`src/rtl/cordic_bs_pkg.sv`:
```
package cordic_bs_pkg;

    typedef enum logic {
        MODE_ROTATE = 1'b0,
        MODE_VECTOR = 1'b1
    } cordic_mode_e;

    typedef enum logic [1:0] {
        SQ_IDLE  = 2'd0,
        SQ_RUN   = 2'd1,
        SQ_DRAIN = 2'd2
    } seq_state_e;

    typedef struct packed {
        logic sum;
        logic carry;
    } fa_out_t;

    localparam real CB_PI = 3.14159265358979323846;

    // One-bit full adder used by every serial lane.
    function automatic fa_out_t serial_fa(input logic a, input logic b, input logic c);
        fa_out_t r;
        r.sum   = a ^ b ^ c;
        r.carry = (a & b) | (a & c) | (b & c);
        return r;
    endfunction

    // atan(2^-idx) scaled so that pi maps to 2^(width-1), rounded to nearest.
    function automatic logic [63:0] atan_code(input int idx, input int width);
        real t;
        real acc;
        real term;
        real scale;
        t = 1.0;
        for (int k = 0; k < idx; k++) t = t / 2.0;
        if (idx == 0) begin
            acc = CB_PI / 4.0;
        end else begin
            acc  = 0.0;
            term = t;
            for (int n = 0; n < 40; n++) begin
                if (n % 2 == 0) acc = acc + term / real'(2 * n + 1);
                else            acc = acc - term / real'(2 * n + 1);
                term = term * t * t;
            end
        end
        scale = 1.0;
        for (int k = 0; k < width - 1; k++) scale = scale * 2.0;
        return 64'(longint'(acc / CB_PI * scale));
    endfunction

endpackage

```
`src/rtl/cbs_lane.sv`:
```
module cbs_lane
    import cordic_bs_pkg::*;
#(
    parameter int W = 16
) (
    input  logic         clk,
    input  logic         rst,
    input  logic         en,
    input  logic         load,
    input  logic         step,
    input  logic         first,
    input  logic         opnd,
    input  logic         sub,
    input  logic [W-1:0] init,
    output logic [W-1:0] word
);
    logic    carry_q;
    logic    cin;
    fa_out_t fa;

    // Subtraction = add inverted operand with carry seeded to 1 on bit 0.
    always_comb begin
        cin = first ? sub : carry_q;
        fa  = serial_fa(word[0], opnd ^ sub, cin);
    end

    always_ff @(posedge clk) begin
        if (rst) begin
            word    <= '0;
            carry_q <= 1'b0;
        end else if (en) begin
            if (load) begin
                word    <= init;
                carry_q <= 1'b0;
            end else if (step) begin
                word    <= {fa.sum, word[W-1:1]};
                carry_q <= fa.carry;
            end
        end
    end
endmodule

```
`src/rtl/cbs_tap.sv`:
```
module cbs_tap #(
    parameter int W  = 16,
    parameter int N  = 16,
    parameter int IW = 4,
    parameter int BW = 4
) (
    input  logic          clk,
    input  logic          rst,
    input  logic          en,
    input  logic          step,
    input  logic          first,
    input  logic [W-1:0]  word,
    input  logic [IW-1:0] it_cnt,
    input  logic [BW-1:0] bit_cnt,
    output logic          tap
);
    localparam int unsigned WM1 = W - 1;

    logic           sign_q;
    logic           sign_now;
    logic [W+N-1:0] ext;

    // After k shifts, original bit k+i sits at position i until it would
    // come from beyond the MSB; from then on the latched sign is used.
    always_comb begin
        sign_now = first ? word[W-1] : sign_q;
        ext      = {{N{sign_now}}, word};
        if (32'(bit_cnt) + 32'(it_cnt) <= WM1) tap = ext[it_cnt];
        else                                   tap = sign_now;
    end

    always_ff @(posedge clk) begin
        if (rst)                         sign_q <= 1'b0;
        else if (en && step && first)    sign_q <= word[W-1];
    end
endmodule

```
`src/rtl/cbs_atan_rom.sv`:
```
module cbs_atan_rom
    import cordic_bs_pkg::*;
#(
    parameter int W  = 16,
    parameter int N  = 16,
    parameter int IW = 4,
    parameter int BW = 4
) (
    input  logic [IW-1:0] it_cnt,
    input  logic [BW-1:0] bit_cnt,
    output logic          bit_o
);
    logic [W-1:0] lut_w [N];

    for (genvar g = 0; g < N; g++) begin : g_ent
        localparam logic [63:0] CODE = atan_code(g, W);
        assign lut_w[g] = CODE[W-1:0];
    end

    assign bit_o = lut_w[it_cnt][bit_cnt];
endmodule

```
`src/rtl/cbs_seq.sv`:
```
module cbs_seq
    import cordic_bs_pkg::*;
#(
    parameter int W  = 16,
    parameter int N  = 16,
    parameter int IW = 4,
    parameter int BW = 4
) (
    input  logic          clk,
    input  logic          rst,
    input  logic          en,
    input  logic          load,
    output logic          step,
    output logic          first,
    output logic [IW-1:0] it_cnt,
    output logic [BW-1:0] bit_cnt,
    output logic          ready
);
    seq_state_e st;

    assign step  = (st == SQ_RUN);
    assign first = (bit_cnt == '0);

    always_ff @(posedge clk) begin
        if (rst) begin
            st      <= SQ_IDLE;
            bit_cnt <= '0;
            it_cnt  <= '0;
            ready   <= 1'b0;
        end else if (en) begin
            if (load) begin
                st      <= SQ_RUN;
                bit_cnt <= '0;
                it_cnt  <= '0;
                ready   <= 1'b0;
            end else begin
                case (st)
                    SQ_RUN: begin
                        if (bit_cnt == BW'(W - 1)) begin
                            bit_cnt <= '0;
                            if (it_cnt == IW'(N - 1)) begin
                                it_cnt <= '0;
                                st     <= SQ_DRAIN;
                            end else begin
                                it_cnt <= it_cnt + IW'(1);
                            end
                        end else begin
                            bit_cnt <= bit_cnt + BW'(1);
                        end
                    end
                    SQ_DRAIN: begin
                        ready <= 1'b1;
                        st    <= SQ_IDLE;
                    end
                    default: begin
                        ready <= 1'b0;
                        st    <= SQ_IDLE;
                    end
                endcase
            end
        end
    end
endmodule

```
`src/rtl/cordic_serial.sv`:
```
module cordic_serial
    import cordic_bs_pkg::*;
#(
    parameter int           W    = 16,
    parameter int           N    = 16,
    parameter cordic_mode_e MODE = MODE_ROTATE
) (
    input  logic         clk,
    input  logic         rst,
    input  logic         en,
    input  logic         ld,
    input  logic [W-1:0] x_in,
    input  logic [W-1:0] y_in,
    input  logic [W-1:0] a_in,
    output logic [W-1:0] x_out,
    output logic [W-1:0] y_out,
    output logic [W-1:0] a_out,
    output logic         ready
);
    localparam int IW = (N > 1) ? $clog2(N) : 1;
    localparam int BW = (W > 1) ? $clog2(W) : 1;

    logic          step;
    logic          first;
    logic [IW-1:0] it_cnt;
    logic [BW-1:0] bit_cnt;
    logic [W-1:0]  x_w;
    logic [W-1:0]  y_w;
    logic [W-1:0]  a_w;
    logic          tap_x;
    logic          tap_y;
    logic          rom_bit;
    logic          d_raw;
    logic          d_q;
    logic          d_now;

    cbs_seq #(.W(W), .N(N), .IW(IW), .BW(BW)) u_seq (
        .clk(clk), .rst(rst), .en(en), .load(ld),
        .step(step), .first(first), .it_cnt(it_cnt), .bit_cnt(bit_cnt), .ready(ready)
    );

    // Direction source depends on the mode: positive means x subtracts.
    if (MODE == MODE_ROTATE) begin : g_rot
        assign d_raw = ~a_w[W-1];
    end else begin : g_vec
        assign d_raw = y_w[W-1];
    end

    always_ff @(posedge clk) begin
        if (rst)                      d_q <= 1'b0;
        else if (en && step && first) d_q <= d_raw;
    end

    assign d_now = first ? d_raw : d_q;

    cbs_tap #(.W(W), .N(N), .IW(IW), .BW(BW)) u_tap_x (
        .clk(clk), .rst(rst), .en(en), .step(step), .first(first),
        .word(x_w), .it_cnt(it_cnt), .bit_cnt(bit_cnt), .tap(tap_x)
    );

    cbs_tap #(.W(W), .N(N), .IW(IW), .BW(BW)) u_tap_y (
        .clk(clk), .rst(rst), .en(en), .step(step), .first(first),
        .word(y_w), .it_cnt(it_cnt), .bit_cnt(bit_cnt), .tap(tap_y)
    );

    cbs_atan_rom #(.W(W), .N(N), .IW(IW), .BW(BW)) u_rom (
        .it_cnt(it_cnt), .bit_cnt(bit_cnt), .bit_o(rom_bit)
    );

    cbs_lane #(.W(W)) u_lane_x (
        .clk(clk), .rst(rst), .en(en), .load(ld), .step(step), .first(first),
        .opnd(tap_y), .sub(d_now), .init(x_in), .word(x_w)
    );

    cbs_lane #(.W(W)) u_lane_y (
        .clk(clk), .rst(rst), .en(en), .load(ld), .step(step), .first(first),
        .opnd(tap_x), .sub(~d_now), .init(y_in), .word(y_w)
    );

    cbs_lane #(.W(W)) u_lane_a (
        .clk(clk), .rst(rst), .en(en), .load(ld), .step(step), .first(first),
        .opnd(rom_bit), .sub(d_now), .init(a_in), .word(a_w)
    );

    assign x_out = x_w;
    assign y_out = y_w;
    assign a_out = a_w;
endmodule

```
`config.mk`:
```
export PLATFORM = sky130hd
export DESIGN_NAME = cordic_serial
export DESIGN_NICKNAME = d
export VERILOG_FILES = /design/src/rtl/cordic_bs_pkg.sv /design/src/rtl/cbs_lane.sv /design/src/rtl/cbs_tap.sv /design/src/rtl/cbs_atan_rom.sv /design/src/rtl/cbs_seq.sv /design/src/rtl/cordic_serial.sv
export SDC_FILE = /design/constraint.sdc
export NUM_CORES = 1
export LEC_CHECK = 0
export BUFFER_PORTS_ARGS = -buffer_cell sky130_fd_sc_hd__clkbuf_2
export CAP_MARGIN = 20
export CELL_PAD_IN_SITES_DETAIL_PLACEMENT = 1
export CELL_PAD_IN_SITES_GLOBAL_PLACEMENT = 1
export CORE_AREA = 2 2 136 85
export DETAILED_ROUTE_END_ITERATION = 16
export DIE_AREA = 0 0 138 87
export PLACE_DENSITY_LB_ADDON = 0.05
export SYNTH_ARGS = -nofsm -noshare
export SYNTH_HDL_FRONTEND = slang
export SYNTH_SLANG_ARGS = --single-unit
```
`constraint.sdc`:
```
create_clock -name clk -period 3.5 [get_ports clk]
set_input_delay 0.175 -clock clk [delete_from_list [all_inputs] [get_ports clk]]
set_output_delay 0.175 -clock clk [all_outputs]
set_load 0.01 [all_outputs]
```
==> run summary <==
VDD IR max = 0.267 mV
Dpl hpwl = 7.98 mm
Number of synthesized flops with an enable pin = 0
Crit path kind = register to register
Clk slew on worst S/H paths = 0.05 ns
Die X = 138 µm
Worst relative slew slack = 33.3%
Clk sinks = 65
Max Cap Violations = 0
First-pass GRT wire length = 18.0 mm
DRC = 0
Mapped Area = 3700 µm²
Leak = 1.99 nW
Min cycle time layout = 3.11 ns
Routed wire length = 11.2 mm
Clock Latency Late Sink = 0.33 ns
Hold depth = 3
Vias in the first global route = 3268
Critical path endpoint category = register
Final #Nets = 554
Worst setup SP type = register
Post-synthesis mux area share = 21.8%
Top-Level Pins = 101
Register area share after synthesis = 35.2%
Layout cells sized above 1 = 27.0%
Syn_nets = 471
Commonest cells after routing, fill and taps aside = clkbuf_2 (99), nor2_1 (79), dfxtp_1 (65)
DR vias/cell = 5.27
Core footprint = 10900 µm²
Hold Fails Final Rpt = 0
CP max stage cell = dfxtp_1
Worst-Margin Slew = 1.00 ns
Max stage delay on crit path = 0.61 ns
Die height = 87 µm
Top delay family on crit path = compound AO/OA/AOI/OAI gates
Area grow syn2layout = 24.3%
Cts repair resizes = 0
Via count = 3334
Worst-path maximum fanout = 10
CTS tree = done
Unrepaired setup endpoints after global routing = no
Peak Freq = 321 MHz
GRT overflow = 0
Total Routing Usage GR = 19.0%
Yosys warns = 0
Root buf cell = clkbuf_16
CTS Hold Bufs = 0
Status = finished, final reports clean
Post-Layout Cell Count = 633
CP most frequent cell = mux2i_1
TritonRoute pass-1 iters = 4
Compound-Gate Fraction of Synth Area = 17.3%
Cell Pwr Density = 467 nW/µm²
Max Slew Vio Count = 0
Crit path arrival time = 3.35 ns
Detailed-route wire length per cell = 17.7 µm
Post-route ant nets = 0
Syn_area_per_cell = 9.18 µm²
Xor/xnor share of the synthesized area = 1.18%
Hold path startpoint = a_in[4]
Most common cell after layout, fill and taps aside = clkbuf_2
Ant diodes = 0
Setup Viol. Count Final = 0
Hold EP = u_lane_a.word[4]$_SDFFE_PP0P_
R2R setup slack = 0.39 ns
RR Endpoint = u_lane_a.word[15]$_SDFFE_PP0P_
Adder-cell share of the synthesized area = 6.02%
#FFs+latches synth = 65
Worst path bufs/invs = 1
Buffers on Ports = 100
FF-to-FF path depth = 10
# placed instances = 619
RR Startpoint = u_seq.it_cnt[1]$_SDFFE_PP0P_
Asr flop ratio synth = 0%
Fin crit share = 89.0%
Worst Path Required = 3.74 ns
CP cell instances = buf_4 -> ha_1 -> mux2i_1 -> a2111oi_0 -> a311oi_1 -> o31ai_1 -> xnor2_1 -> fa_1 -> mux2i_1 -> a211oi_1
Row Count = 30
Setup Skew = 0.00423 ns
Buffer count from post-CTS setup fixing = 0
Final instance area = 4600 µm²
Initial antenna violation count = 0
CTS HTree Levels = 3
Ys flop type = dfxtp_1
Distinct cells, synth = 46
Starting Density = 34.0%
Post-DP Area = 4280 µm²
Die Area = 12000 µm²
Setup TNS = 0 ns
Clock buffer count from CTS = 9
Largest net degree at the start of global routing = 55
HP Class = input pin to register
Clk buf depth = 2
Number of DRC markers in iteration 0 = 100
Gpl congestion = 0.842
Largest family of logic cells by synthesized area = multiplexers
Fillers = 1288
Synth Area in Simple Gates = 13.3%
Post-Syn Instances = 403
==> cells by family after synthesis <==
group | Yosys count
AOI/OAI and AO/OA | 92
and+or+nand+nor | 115
buffers and inverters | 44
DFF | 65
xor gates and xnor gates | 5
adders and majority gates | 16
muxes | 66
==> metal layers <==
layer  GRT usage (%)  vias up  routed length, µm
met4            4.73        0                 93
met1            28.6     1595               5870
met3            5.33        8                733
li1                -     1634                  -
met5               0        -                  0
met2            26.6       97               4510
==> how the worst max path moves through the flow <==
stage | startpoint | to | slack [ns] | cells after the start
finish | u_seq.it_cnt[1]$_SDFFE_PP0P_ | u_lane_a.word[15]$_SDFFE_PP0P_ | 0.39 | 10
global route | u_seq.it_cnt[1]$_SDFFE_PP0P_ | u_lane_a.word[15]$_SDFFE_PP0P_ | 0.02 | 10
CTS | u_seq.it_cnt[0]$_SDFFE_PP0P_ | u_lane_a.word[15]$_SDFFE_PP0P_ | 0.37 | 12
detailed placement | u_seq.it_cnt[0]$_SDFFE_PP0P_ | u_lane_a.word[15]$_SDFFE_PP0P_ | 0.42 | 12
global placement | u_seq.it_cnt[0]$_SDFFE_PP0P_ | u_lane_x.word[15]$_SDFFE_PP0P_ | 0.52 | 9
floorplan | u_seq.it_cnt[1]$_SDFFE_PP0P_ | u_lane_a.word[15]$_SDFFE_PP0P_ | 0.50 | 12
==> cell usage after synthesis, types with 2 or more instances <==
| library cell | number | area, µm² |
|---|---|---|
| o21ai_0 | 4 | 20.0 |
| a22oi_1 | 3 | 22.5 |
| a21oi_1 | 16 | 80.1 |
| fa_1 | 3 | 60.1 |
| and3_1 | 2 | 12.5 |
| buf_2 | 3 | 15.0 |
| inv_1 | 8 | 30.0 |
| mux2i_1 | 54 | 541 |
| mux4_1 | 5 | 131 |
| clkbuf_1 | 21 | 78.8 |
| xor2_1 | 2 | 17.5 |
| a211o_1 | 2 | 17.5 |
| nor2b_1 | 3 | 18.8 |
| dfxtp_1 | 65 | 1300 |
| nand3_1 | 4 | 20.0 |
| buf_1 | 8 | 30.0 |
| ha_1 | 13 | 163 |
| nor3b_1 | 2 | 15.0 |
| nand3b_1 | 2 | 15.0 |
| o31ai_1 | 2 | 15.0 |
| mux4_2 | 5 | 113 |
| mux2_2 | 2 | 22.5 |
| nand2_1 | 9 | 33.8 |
| nand2b_1 | 3 | 18.8 |
| o21ai_1 | 3 | 15.0 |
| a311oi_1 | 2 | 17.5 |
| inv_2 | 2 | 7.51 |
| xnor2_1 | 3 | 26.3 |
| nor3_1 | 7 | 35.0 |
| nor2_1 | 79 | 297 |
| a211oi_1 | 49 | 368 |
| a31oi_1 | 3 | 18.8 |
==> final cells by class <==
class	count	area [µm²]	share of cell area (%)
Clock buffer	11	253	5.50
Clock inverter	3	65.1	1.41
Inverter	10	37.5	0.816
Multi-Input combinational cell	294	2210	48.2
Sequential cell	65	1300	28.3
Tap cell	144	180	3.92
Timing Repair Buffer	106	548	11.9
==> report_power, final <==
group / switching (W) / internal, W
Sequential: 0.0000533 / 0.000788
Clock: 0.000320 / 0.000653
Combinational: 0.000184 / 0.000150
Total: 0.000557 / 0.00159
==> flip-flops by register name, indices dropped and copies added, names as in the netlist, 2 cells and up <==
name           cells
u_lane_a.word     16
u_lane_x.word     16
u_lane_y.word     16
u_seq.bit_cnt      4
u_seq.it_cnt       4
u_seq.st           2
==> per-stage QoR <==
| stage | util [%] | setup slack (ns) | hold WS [ns] | total power, W |
|---|---|---|---|---|
| after floorplan | - | 0.501 | 0.371 | 0.00106 |
| after global placement | 39.3 | 0.517 | 0.471 | 0.00119 |
| after detailed placement | 39.3 | 0.423 | 0.481 | 0.00119 |
| after CTS | 42.3 | 0.366 | 0.162 | 0.00218 |
| after global routing | 42.3 | 0.0237 | 0.176 | 0.00224 |
| final | 42.3 | 0.386 | 0.172 | 0.00215 |
==> tightest hold or removal path: stages <==
cell,delay [ns]
clkbuf_2,0.08
mux2i_1,0.12
a211oi_1,0.08
Note: power is estimated with default switching activity, not from simulation.
